--- src/rtl/cam_pkg.sv ---
package cam_pkg;

  localparam int WORD_W    = 32;
  localparam int HALF_W    = 16;
  localparam int BYTE_W    = 8;
  localparam int LANES_N8  = WORD_W / BYTE_W;
  localparam int LANES_N16 = WORD_W / HALF_W;
  localparam int LANE_IW   = $clog2(LANES_N8);
  localparam int FCNT_W    = 2;

  typedef enum logic [1:0] {
    BW_8  = 2'd0,
    BW_10 = 2'd1,
    BW_12 = 2'd2,
    BW_14 = 2'd3
  } bus_width_e;

  typedef enum logic [1:0] {
    DEC_ALL   = 2'd0,
    DEC_HALF  = 2'd1,
    DEC_QTR   = 2'd2,
    DEC_QTR_B = 2'd3
  } decim_e;

  // Bits of the bus kept for a given width, zero-extended to a half word
  function automatic logic [HALF_W-1:0] width_mask(bus_width_e w);
    logic [HALF_W-1:0] m;
    case (w)
      BW_8:    m = 16'h00FF;
      BW_10:   m = 16'h03FF;
      BW_12:   m = 16'h0FFF;
      default: m = 16'h3FFF;
    endcase
    return m;
  endfunction

  // Frame count bits that must be zero for a frame to be taken
  function automatic logic [FCNT_W-1:0] decim_mask(decim_e r);
    logic [FCNT_W-1:0] m;
    case (r)
      DEC_ALL:  m = 2'b00;
      DEC_HALF: m = 2'b01;
      default:  m = 2'b11;
    endcase
    return m;
  endfunction

endpackage

--- src/rtl/cam_sampler.sv ---
module cam_sampler #(
  parameter int BUS_W = 14
) (
  input  logic             clk,
  input  logic             rst_n,
  input  logic             sel_rise,
  input  logic             vs_in,
  input  logic             hs_in,
  input  logic [BUS_W-1:0] d_in,
  output logic             vs_o,
  output logic             hs_o,
  output logic [BUS_W-1:0] d_o
);

  logic             vs_r, hs_r, vs_f, hs_f;
  logic [BUS_W-1:0] d_r, d_f;

  // rising-edge capture
  always_ff @(posedge clk or negedge rst_n) begin
    if (!rst_n) begin
      vs_r <= 1'b0;
      hs_r <= 1'b0;
      d_r  <= '0;
    end else begin
      vs_r <= vs_in;
      hs_r <= hs_in;
      d_r  <= d_in;
    end
  end

  // falling-edge capture
  always_ff @(negedge clk or negedge rst_n) begin
    if (!rst_n) begin
      vs_f <= 1'b0;
      hs_f <= 1'b0;
      d_f  <= '0;
    end else begin
      vs_f <= vs_in;
      hs_f <= hs_in;
      d_f  <= d_in;
    end
  end

  always_comb begin
    if (sel_rise) begin
      vs_o = vs_r;
      hs_o = hs_r;
      d_o  = d_r;
    end else begin
      vs_o = vs_f;
      hs_o = hs_f;
      d_o  = d_f;
    end
  end

endmodule

--- src/rtl/cam_frame_ctrl.sv ---
module cam_frame_ctrl
  import cam_pkg::*;
#(
  parameter int BUS_W = 14
) (
  input  logic              clk,
  input  logic              rst_n,
  input  logic              enable,
  input  bus_width_e        width,
  input  decim_e            rate,
  input  logic              hs_pol,
  input  logic              vs_pol,
  input  logic              vs_s,
  input  logic              hs_s,
  input  logic [BUS_W-1:0]  d_s,
  output logic              pix_valid,
  output logic [HALF_W-1:0] pix_data,
  output logic              flush,
  output logic              sof
);

  logic              prev_vb_q, prev_vb_n;
  logic              armed_q, armed_n;
  logic              capt_q, capt_n;
  logic [FCNT_W-1:0] fcnt_q, fcnt_n;
  logic              pv_n, fl_n, sof_n;
  logic [HALF_W-1:0] pd_n;

  logic vblank, hblank, start_evt, end_evt, chosen, take;

  always_comb begin
    vblank    = (vs_s == vs_pol);
    hblank    = (hs_s == hs_pol);
    start_evt = prev_vb_q & ~vblank;
    end_evt   = ~prev_vb_q & vblank;
    chosen    = ((fcnt_q & decim_mask(rate)) == '0);
    take      = start_evt & armed_q & enable & chosen;

    prev_vb_n = vblank;

    if (!enable)     armed_n = 1'b0;
    else if (vblank) armed_n = 1'b1;
    else             armed_n = armed_q;

    if (!enable)                     fcnt_n = '0;
    else if (start_evt && armed_q)   fcnt_n = fcnt_q + 1'b1;
    else                             fcnt_n = fcnt_q;

    if (end_evt)   capt_n = 1'b0;
    else if (take) capt_n = 1'b1;
    else           capt_n = capt_q;

    pv_n  = (capt_q | take) & ~vblank & ~hblank;
    pd_n  = HALF_W'(d_s) & width_mask(width);
    fl_n  = end_evt & capt_q;
    sof_n = take;
  end

  always_ff @(posedge clk or negedge rst_n) begin
    if (!rst_n) begin
      prev_vb_q <= 1'b1;
      armed_q   <= 1'b0;
      capt_q    <= 1'b0;
      fcnt_q    <= '0;
      pix_valid <= 1'b0;
      pix_data  <= '0;
      flush     <= 1'b0;
      sof       <= 1'b0;
    end else begin
      prev_vb_q <= prev_vb_n;
      armed_q   <= armed_n;
      capt_q    <= capt_n;
      fcnt_q    <= fcnt_n;
      pix_valid <= pv_n;
      flush     <= fl_n;
      sof       <= sof_n;
      if (pv_n) pix_data <= pd_n;
    end
  end

endmodule

--- src/rtl/cam_packer.sv ---
module cam_packer
  import cam_pkg::*;
(
  input  logic              clk,
  input  logic              rst_n,
  input  bus_width_e        width,
  input  logic              pix_valid,
  input  logic [HALF_W-1:0] pix_data,
  input  logic              flush,
  input  logic              sof,
  input  logic              out_ready,
  input  logic              ovf_clr,
  output logic [WORD_W-1:0] out_data,
  output logic              out_valid,
  output logic              overflow,
  output logic              frame_start,
  output logic              frame_end
);

  logic [WORD_W-1:0]  acc_q, acc_n, merged, emit_word, od_n;
  logic [LANE_IW-1:0] idx_q, idx_n, last_idx;
  logic               narrow, word_done, flush_word, emit, slot_free;
  logic               ov_n, ovf_n;

  // place the incoming sample into its lane
  always_comb begin
    merged = acc_q;
    for (int i = 0; i < LANES_N8; i++) begin
      if (narrow && idx_q == LANE_IW'(i)) merged[i*BYTE_W +: BYTE_W] = pix_data[BYTE_W-1:0];
    end
    for (int j = 0; j < LANES_N16; j++) begin
      if (!narrow && idx_q[0] == j[0]) merged[j*HALF_W +: HALF_W] = pix_data;
    end
  end

  always_comb begin
    narrow     = (width == BW_8);
    last_idx   = narrow ? LANE_IW'(LANES_N8 - 1) : LANE_IW'(LANES_N16 - 1);
    word_done  = pix_valid & (idx_q >= last_idx);
    flush_word = flush & (idx_q != '0);
    emit       = word_done | flush_word;
    emit_word  = word_done ? merged : acc_q;
    slot_free  = ~out_valid | out_ready;

    if (pix_valid) begin
      acc_n = word_done ? '0 : merged;
      idx_n = word_done ? '0 : idx_q + 1'b1;
    end else if (flush) begin
      acc_n = '0;
      idx_n = '0;
    end else begin
      acc_n = acc_q;
      idx_n = idx_q;
    end

    if (emit && slot_free) begin
      ov_n = 1'b1;
      od_n = emit_word;
    end else begin
      ov_n = out_valid & ~out_ready;
      od_n = out_data;
    end

    if (emit && !slot_free) ovf_n = 1'b1;
    else if (ovf_clr)       ovf_n = 1'b0;
    else                    ovf_n = overflow;
  end

  always_ff @(posedge clk or negedge rst_n) begin
    if (!rst_n) begin
      acc_q       <= '0;
      idx_q       <= '0;
      out_data    <= '0;
      out_valid   <= 1'b0;
      overflow    <= 1'b0;
      frame_start <= 1'b0;
      frame_end   <= 1'b0;
    end else begin
      acc_q       <= acc_n;
      idx_q       <= idx_n;
      out_data    <= od_n;
      out_valid   <= ov_n;
      overflow    <= ovf_n;
      frame_start <= sof;
      frame_end   <= flush;
    end
  end

endmodule

--- src/rtl/cam_capture.sv ---
module cam_capture
  import cam_pkg::*;
#(
  parameter int BUS_W = 14
) (
  input  logic              pix_clk,
  input  logic              rst_n,
  input  logic              cfg_enable,
  input  logic [1:0]        cfg_width,
  input  logic              cfg_hs_pol,
  input  logic              cfg_vs_pol,
  input  logic              cfg_rise,
  input  logic [1:0]        cfg_rate,
  input  logic              cam_vs,
  input  logic              cam_hs,
  input  logic [BUS_W-1:0]  cam_d,
  output logic [WORD_W-1:0] out_data,
  output logic              out_valid,
  input  logic              out_ready,
  output logic              frame_start,
  output logic              frame_end,
  output logic              overflow,
  input  logic              ovf_clr
);

  logic [1:0]        rst_pipe;
  logic              rst_core_n;
  logic              vs_s, hs_s;
  logic [BUS_W-1:0]  d_s;
  logic              pix_valid, flush, sof;
  logic [HALF_W-1:0] pix_data;
  bus_width_e        width;
  decim_e            rate;

  assign width = bus_width_e'(cfg_width);
  assign rate  = decim_e'(cfg_rate);

  // reset: asserted asynchronously, released on the clock
  always_ff @(posedge pix_clk or negedge rst_n) begin
    if (!rst_n) rst_pipe <= 2'b00;
    else        rst_pipe <= {rst_pipe[0], 1'b1};
  end
  assign rst_core_n = rst_pipe[1];

  cam_sampler #(.BUS_W(BUS_W)) samp_i (
    .clk      (pix_clk),
    .rst_n    (rst_core_n),
    .sel_rise (cfg_rise),
    .vs_in    (cam_vs),
    .hs_in    (cam_hs),
    .d_in     (cam_d),
    .vs_o     (vs_s),
    .hs_o     (hs_s),
    .d_o      (d_s)
  );

  cam_frame_ctrl #(.BUS_W(BUS_W)) fctl_i (
    .clk       (pix_clk),
    .rst_n     (rst_core_n),
    .enable    (cfg_enable),
    .width     (width),
    .rate      (rate),
    .hs_pol    (cfg_hs_pol),
    .vs_pol    (cfg_vs_pol),
    .vs_s      (vs_s),
    .hs_s      (hs_s),
    .d_s       (d_s),
    .pix_valid (pix_valid),
    .pix_data  (pix_data),
    .flush     (flush),
    .sof       (sof)
  );

  cam_packer pack_i (
    .clk         (pix_clk),
    .rst_n       (rst_core_n),
    .width       (width),
    .pix_valid   (pix_valid),
    .pix_data    (pix_data),
    .flush       (flush),
    .sof         (sof),
    .out_ready   (out_ready),
    .ovf_clr     (ovf_clr),
    .out_data    (out_data),
    .out_valid   (out_valid),
    .overflow    (overflow),
    .frame_start (frame_start),
    .frame_end   (frame_end)
  );

endmodule

--- config.mk ---
export PLATFORM = sky130hd
export DESIGN_NAME = cam_capture
export DESIGN_NICKNAME = d
export VERILOG_FILES = /design/src/rtl/cam_pkg.sv /design/src/rtl/cam_sampler.sv /design/src/rtl/cam_frame_ctrl.sv /design/src/rtl/cam_packer.sv /design/src/rtl/cam_capture.sv
export SDC_FILE = /design/constraint.sdc
export NUM_CORES = 1
export LEC_CHECK = 0
export ABC_CLOCK_PERIOD_IN_PS = 7600
export CORE_ASPECT_RATIO = 0.7
export CORE_MARGIN = 2
export CORE_UTILIZATION = 35
export DETAILED_ROUTE_END_ITERATION = 16
export PLACE_DENSITY = 0.51
export SYNTH_ARGS = -nofsm -noshare
export SYNTH_HDL_FRONTEND = slang
export SYNTH_HIERARCHICAL = 1
export SYNTH_SLANG_ARGS = --single-unit
--- constraint.sdc ---
create_clock -name pix_clk -period 7.6 [get_ports pix_clk]
set_input_delay 1.52 -clock pix_clk [delete_from_list [all_inputs] [get_ports pix_clk]]
set_output_delay 1.52 -clock pix_clk [all_outputs]
set_load 0.1 [all_outputs]
# --- Word-level counts from Yosys, hierarchy flattened ---
# Cells that the tools add are included.
# W data, S select, Z words.
op_classes:
  n_addsub: 2
  n_lt_le_gt_ge: 1
  eq_ne: 10
  n_mux: 28
  bitwise_logic: 22
  n_reduce_logical: 19
op_table:
  columns: ["cell", "n"]
  rows:
  - ["$mux W32", 4]
  - ["$pmux W14 S3", 1]
  - ["$mux W16", 2]
  - ["$mux W8", 4]
  - ["$and A14 B14 Y14", 1]
  - ["$mux W14", 1]
  - ["$mux W2", 6]
  - ["$and A1 B1 Y1", 11]
  - ["$logic_and A1 B1 Y1", 9]
  - ["$mux W1", 9]
  - ["$logic_not A2 Y1", 4]
  - ["$reduce_bool A2 Y1", 4]
  - ["$eq A2 B1 Y1 const B", 3]
  - ["$eq A2 B2 Y1 const B", 3]
  - ["$not A1 Y1", 6]
  - ["$add A2 B1 Y2 const B", 2]
  - ["$ne A2 B1 Y1 const B", 2]
  - ["$pmux W2 S2", 1]
  - ["$or A1 B1 Y1", 3]
  - ["$and A2 B2 Y2", 1]
  - ["$eq A1 B1 Y1", 2]
  - ["$ge A2 B2 Y1", 1]
  - ["$logic_not A1 Y1", 2]
word_totals:
  reg_bits: 128
  input_bits: 28
  output_inout_bits: 36
  wordCells: 104

# --- Depth between registers and ports, before layout ---
# Gate-level depths: netlist of the first run.
depth:
  ltp_word: 10
  ltp_mapped: 10
  ltp_nobuf: 7

# --- Cells and area by module ---
# The synthesis of the first run kept the hierarchy.
by_module_without_submodules:
  columns: ["mod", "n_inst", "cells_per_inst", "area_per_inst_um2", "seq_area_each_um2"]
  rows:
  - ["cam_packer", 1, 330, 3454.6, 1751.7]
  - ["cam_sampler", 1, 50, 1049.8, 800.8]
  - ["cam_frame_ctrl", 1, 70, 963.4, 551.8]
  - ["cam_capture", 1, 3, 53.8, 50.0]

==> impl_results.md, run 1 <==
- Largest net degree at the start of global routing: 78
- Yosys cell types: 55
- Detail Route Antenna Nets: 0
- Setup Buffers After CTS: 0
- Crit-path slowest cell: o21a_1
- Clock share of power: 28.1%
- Asr flop ratio synth: 100.0%
- # IOs: 64
- WS Path Type: flop to flop
- Pint: 1.773 mW
- Seq. cell area: 0.003158 mm^2
- Cell mode on critical path: mux2_2
- Core Area: 0.01545 mm^2
- GRT overflow: 0
- Sequential fraction of the synthesis area: 57.13%
- Gates resized, CTS repair: 0
- Max transition margin: 33.60%
- Cts bufs inserted: 17
- Most frequent cells in the layout: dfrtp_1 (108), clkdlybuf4s50_1 (63), a21oi_1 (41)
- Most common cell after layout, fill and taps aside: dfrtp_1
- FF+latch count, synth: 126
- Data arrival, critical path: 6.34 ns
- Number of global-route vias before repair: 3671
- CTS Buffer Depth: 2
- Avg Synthesized Cell Area: 12.19 um^2
- Max incr delay on CP: 0.65 ns
- GRT Util Overall: 15.56%
- CP Buf/Inv Count: 1
- Hold buffers post-CTS: 0
- Die X-Extent: 154.1 um
- Max IR drop VDD: 208.3 uV
- Post-layout util: 44.28%
- Hold Path Class: flop to asynchronous set/reset pin
- PD cells: 453.9 mW/mm^2
- Critical Path Sink Type: flop
- H-tree lvl count: 4
- Initial antenna violation count: 0
- Starting density of the core: 35.73%
- Initial DRC count: 235
- Vias: 3675
- Core Rows: 38
- IO buf count: 63
- Seq pwr share: 34.0%
- Post-DP HPWL: 8254 um
- Worst path top cell family by delay: multiplexers
- Outcome: complete, no violations
- Final max-slew violation count: 0
- CP Cell Sequence: mux2_2 > xor2_2 > inv_2 > nor3_2 > o21a_1 > mux2_2
- Final TNS setup: 0 ns
- Leakage Power: 3.014 nW
- Residual DRC count: 0
- Vias per cell: 5.083
- ANT cells: 0
- Top_reg_cell synth: dfrtp_1
- Area taken by multi-input logic gates: 0.002105 mm^2
- CP Launch Type: flop
- Clock Pin Slew Worst Setup and Hold Paths: 0.06 ns
- Share of cells above drive strength 1: 15.11%
- Clk root buf: clkbuf_16
- Final setup viols: 0
- Combinational share of power: 37.8%
- WL per Instance: 16.89 um
- Mapped Cells: 453
- CP max FO: 15
- Post-synth EDFFs: 0
- Clk Latency, worst-skew pair: 0.40 ns
- First-pass GRT wire length: 19980 um
- Max-cap viol count: 0
- TritonCTS clock tree: built
- Final Skew: 0.02385 ns
- Setup ws final: 1.554 ns
- RSZ-0062 raised after global routing: no
- Net Switching: 1.333 mW
- Worst EP required: 7.89 ns
- Clk sink count: 126
- Drt pass-1 iters: 5
- Fillers: 1415
- Cell Area, Synth: 0.005522 mm^2
- Synth warn: 6
- Chip height: 109.1 um
- Routed WL: 12210 um
- Die area: 0.01681 mm^2
- WHS: 0.3347 ns
- Pre-CTS setup slack: 1.512 ns
- Fin area: 0.006843 mm^2
- Area Growth Syn to Fin: 23.93%
- Post-layout nets: 543
- Area post-placement: 0.006202 mm^2
- Sw Share: 42.91%
- RePlAce Congestion: 0.8214
- Final Hold Viols: 0
- Slew @ Worst Pin: 0.9929 ns
-- final timing paths --
kind	cells past startpoint	from	slack [ns]	end
hold reg to reg	0	rst_pipe[1]$_DFF_PN0_	0.33	pack_i/frame_start$_DFF_PN0_
setup reg to reg	6	samp_i/vs_f$_DFF_NN0_	1.55	fctl_i/pix_data[3]$_DFFE_PN0P_
min in group pix_clk	0	fctl_i/sof$_DFF_PN0_	0.35	pack_i/frame_start$_DFF_PN0_
setup / recovery	6	samp_i/vs_f$_DFF_NN0_	1.55	fctl_i/pix_data[3]$_DFFE_PN0P_
hold / removal	0	rst_pipe[1]$_DFF_PN0_	0.33	pack_i/frame_start$_DFF_PN0_
max in group asynchronous	0	rst_pipe[1]$_DFF_PN0_	3.12	samp_i/d_f[8]$_DFF_NN0_
-- flip-flops by register name, indices dropped and copies added (netlist names), 2 cells and up --
register         flops
samp_i/d_f          14
pack_i/idx_q         2
rst_pipe             2
samp_i/d_r          14
pack_i/out_data     32
pack_i/acc_q        32
fctl_i/fcnt_q        2
fctl_i/pix_data     14
-- per-stage QoR --
| step | total power, mW | cells |
|---|---|---|
| final | 3.106 | 723 |
| after global routing | 3.254 | 723 |
| after CTS | 3.132 | 723 |
| after detailed placement | 2.243 | 691 |
| after global placement | 2.221 | 691 |
| after floorplan | 1.936 | 454 |
-- cell type report --
class / count / area share, %
multi-input cells: 290 / 30.76
clock buffers: 21 / 6.729
repair buffers: 66 / 9.545
inverters: 9 / 0.5303
well taps: 200 / 3.657
flip-flops and latches: 126 / 46.15
clock inverters: 11 / 2.633
-- cell families (layout without fill, tap and decap cells) --
kind of cell             count (synthesis)  count (layout)  synth area share, %
AO/OA/AOI/OAI                          144             144                18.11
XOR/XNOR                                 4               4               0.7706
AND/OR/NAND/NOR                         88              88                7.954
adder cells (fa/ha/maj)                  5               5                1.133
flip-flops                             126             126                57.13
multiplexers                            46              46                9.948
buffers and inverters                   38             107                4.826
other                                    2               3               0.1360
-- power by group through the flow --
stage,logic (mW),clock network (mW),registers [mW]
global placement,1.16,0,1.06
CTS,1.18,0.895,1.06
global route,1.24,0.926,1.09
finish,1.18,0.874,1.06
detailed placement,1.17,0,1.07
floorplan,0.392,0,1.54
-- cell usage after synthesis (9+ instances only) --
master / n / share of area [%]
mux2i_1: 20 / 3.6
dfrtp_1: 109 / 49
mux2_4: 15 / 4.1
mux2_2: 11 / 2.2
buf_4: 9 / 1.2
or3_1: 9 / 1.0
o21ai_0: 17 / 1.5
nand2_1: 37 / 2.5
a21oi_1: 41 / 3.7
a22o_1: 17 / 2.7
nor2_1: 19 / 1.3
dfrtn_1: 16 / 7.3
o21ai_1: 21 / 1.9
-- layer usage --
layer | part of all wire (%) | vias up | global-route usage (%) | wire length [um]
met3 | 4.9 | 5 | 4.134 | 602
met2 | 43 | 98 | 22.20 | 5255
met5 | 0 | - | 0 | 0
met1 | 52 | 1820 | 23.51 | 6292
li1 | - | 1752 | - | -
met4 | 0.51 | 0 | 3.605 | 62
(Power assumes the default switching activity.)
==> run 2: changes to the inputs <==
ABC_CLOCK_PERIOD_IN_PS = 5000   (was 7600)
PLACE_DENSITY = 0.53   (was 0.51)
clock period = 5 ns   (was 7.6 ns; I/O delays follow)
==> impl_results.md, run 2 (synthesis results as in run 1) <==
- Vias per cell: 5.096 (was 5.083)
- CP Launch Type: flop (unchanged)
- Max transition margin: 35.00% (was 33.60%)
- Worst EP required: 5.30 ns (was 7.89 ns)
- WHS: 0.3095 ns (was 0.3347 ns)
- Max IR drop VDD: 263.0 uV (was 208.3 uV)
- Most common cell after layout, fill and taps aside: dfrtp_1 (unchanged)
- Die area: 0.01681 mm^2 (unchanged)
- Gates resized, CTS repair: 0 (unchanged)
- Post-DP HPWL: 8242 um (was 8254 um)
- Max-cap viol count: 0 (unchanged)
- Pre-CTS setup slack: 0.5712 ns (was 1.512 ns)
- Clk Latency, worst-skew pair: 0.41 ns (was 0.40 ns)
- Area Growth Syn to Fin: 23.70% (was 23.93%)
- PD cells: 670.2 mW/mm^2 (was 453.9 mW/mm^2)
- Cell mode on critical path: mux2_2 (unchanged)
- Fillers: 1402 (was 1415)
- First-pass GRT wire length: 19920 um (was 19980 um)
- Final setup viols: 0 (unchanged)
- Initial DRC count: 204 (was 235)
- Core Area: 0.01545 mm^2 (unchanged)
- Fin area: 0.006830 mm^2 (was 0.006843 mm^2)
- ANT cells: 0 (unchanged)
- Clk sink count: 126 (unchanged)
- WS Path Type: flop to flop (unchanged)
- Routed WL: 12010 um (was 12210 um)
- Final max-slew violation count: 0 (unchanged)
- RSZ-0062 raised after global routing: no (unchanged)
- Most frequent cells in the layout: dfrtp_1 (108), clkdlybuf4s50_1 (63), a21oi_1 (41) (unchanged)
- IO buf count: 63 (unchanged)
- Cts bufs inserted: 17 (unchanged)
- Crit path launch: samp_i/vs_f$_DFF_NN0_ (unchanged)
- Drt pass-1 iters: 6 (was 5)
- Area post-placement: 0.006245 mm^2 (was 0.006202 mm^2)
- Die X-Extent: 154.1 um (unchanged)
- GRT Util Overall: 15.34% (was 15.56%)
- # IOs: 64 (unchanged)
- Vias: 3705 (was 3675)
- Post-layout nets: 547 (was 543)
- Crit-path slowest cell: mux2_2 (was o21a_1)
- Final Skew: 0.02454 ns (was 0.02385 ns)
- Hold buffers post-CTS: 0 (unchanged)
- Leakage Power: 3.015 nW (was 3.014 nW)
- Residual DRC count: 0 (unchanged)
- Share of cells above drive strength 1: 14.99% (was 15.11%)
- Slew @ Worst Pin: 0.9719 ns (was 0.9929 ns)
- CP max FO: 15 (unchanged)
- Setup ws final: 0.5551 ns (was 1.554 ns)
- Outcome: complete, no violations (unchanged)
- Data arrival, critical path: 4.74 ns (was 6.34 ns)
- H-tree lvl count: 4 (unchanged)
- Chip height: 109.1 um (unchanged)
- Initial antenna violation count: 0 (unchanged)
- Largest net degree at the start of global routing: 43 (was 78)
- Tot Pwr: 4.577 mW (was 3.106 mW)
- Clock Pin Slew Worst Setup and Hold Paths: 0.06 ns (about the same)
- Core Rows: 38 (unchanged)
- Starting density of the core: 35.73% (unchanged)
- CTS Buffer Depth: 2 (unchanged)
- Final Hold Viols: 0 (unchanged)
- Critical Path Sink Type: flop (unchanged)
- Final TNS setup: 0 ns (unchanged)
- Hold Path Class: flop to asynchronous set/reset pin (unchanged)
- RePlAce Congestion: 0.8305 (was 0.8214)
- Setup Buffers After CTS: 0 (unchanged)
- Number of global-route vias before repair: 3814 (was 3671)
- WL per Instance: 16.52 um (was 16.89 um)
- Critical R2R Launch: samp_i/vs_f$_DFF_NN0_ (unchanged)
- Clk root buf: clkbuf_16 (unchanged)
- GRT overflow: 0 (unchanged)
- TritonCTS clock tree: built (unchanged)
- CP Cell Sequence: mux2_2 > xor2_2 > inv_2 > nor3_2 > o21a_1 > buf_4 > mux2_2 (was mux2_2 > xor2_2 > inv_2 > nor3_2 > o21a_1 > mux2_2)
- Max incr delay on CP: 0.36 ns (was 0.65 ns)
- Detail Route Antenna Nets: 0 (unchanged)
- Biggest regs: pack_i/acc_q (32), pack_i/out_data (32) (unchanged)
-- run 2: cell count changes in the layout (fill, tap and decap cells not counted), sizes merged --
cell / previous run / this run
clkbuf: 21 / 29
buf: 3 / 7
bufinv: 4 / 0
inv: 12 / 9
clkinv: 3 / 2
-- run 2: path summary, 6_finish.rpt --
kind | end | slack (ns) | cells past startpoint
worst max-delay path | fctl_i/pix_data[3]$_DFFE_PN0P_ | 0.56 | 7
worst min register to register | pack_i/frame_start$_DFF_PN0_ | 0.31 | 0
worst max register to register | fctl_i/pix_data[3]$_DFFE_PN0P_ | 0.56 | 7
max in group asynchronous | samp_i/d_f[7]$_DFF_NN0_ | 1.87 | 0
worst min-delay path | pack_i/frame_start$_DFF_PN0_ | 0.31 | 0
min in group pix_clk | pack_i/frame_start$_DFF_PN0_ | 0.35 | 0
-- run 2: final cells by class --
cell class                 count  area, um^2  area share, %
multi-input combinational    290        2105          30.81
timing repair buffer          70       695.7          10.19
inverter                       9       36.28         0.5312
sequential                   126        3158          46.24
clock buffer                  29       564.3          8.262
tap                          200       250.2          3.664
clock inverter                 3       21.27         0.3114
-- run 2: worst max-delay path, delay by kind of cell, from the launching register on --
kind	cells	cell delay, ns
xor+xnor	1	0.22
simple gates	1	0.18
flops	1	0.32
buf+inv	2	0.33
compound gates	1	0.14
mux	2	0.64
-- run 2: per-layer routing --
| layer | routed length, um | vias up | global-route usage (%) |
|---|---|---|---|
| li1 | - | 1756 | - |
| met1 | 6207 | 1862 | 21.69 |
| met2 | 5196 | 78 | 22.87 |
| met3 | 505 | 9 | 4.412 |
| met4 | 98 | 0 | 4.740 |
| met5 | 0 | - | 0 |
-- run 2: metrics by stage --
step                std cells  utilization [%]
finish                    727            44.20
global route              727            44.20
CTS                       727            44.20
detailed placement        695            40.41
global placement          695            40.41
floorplan                 454                -
-- run 2: power by group --
| group | switching (mW) | internal, mW |
|---|---|---|
| Sequential | 0.290 | 1.31 |
| Clock | 0.426 | 0.764 |
| Combinational | 1.27 | 0.520 |
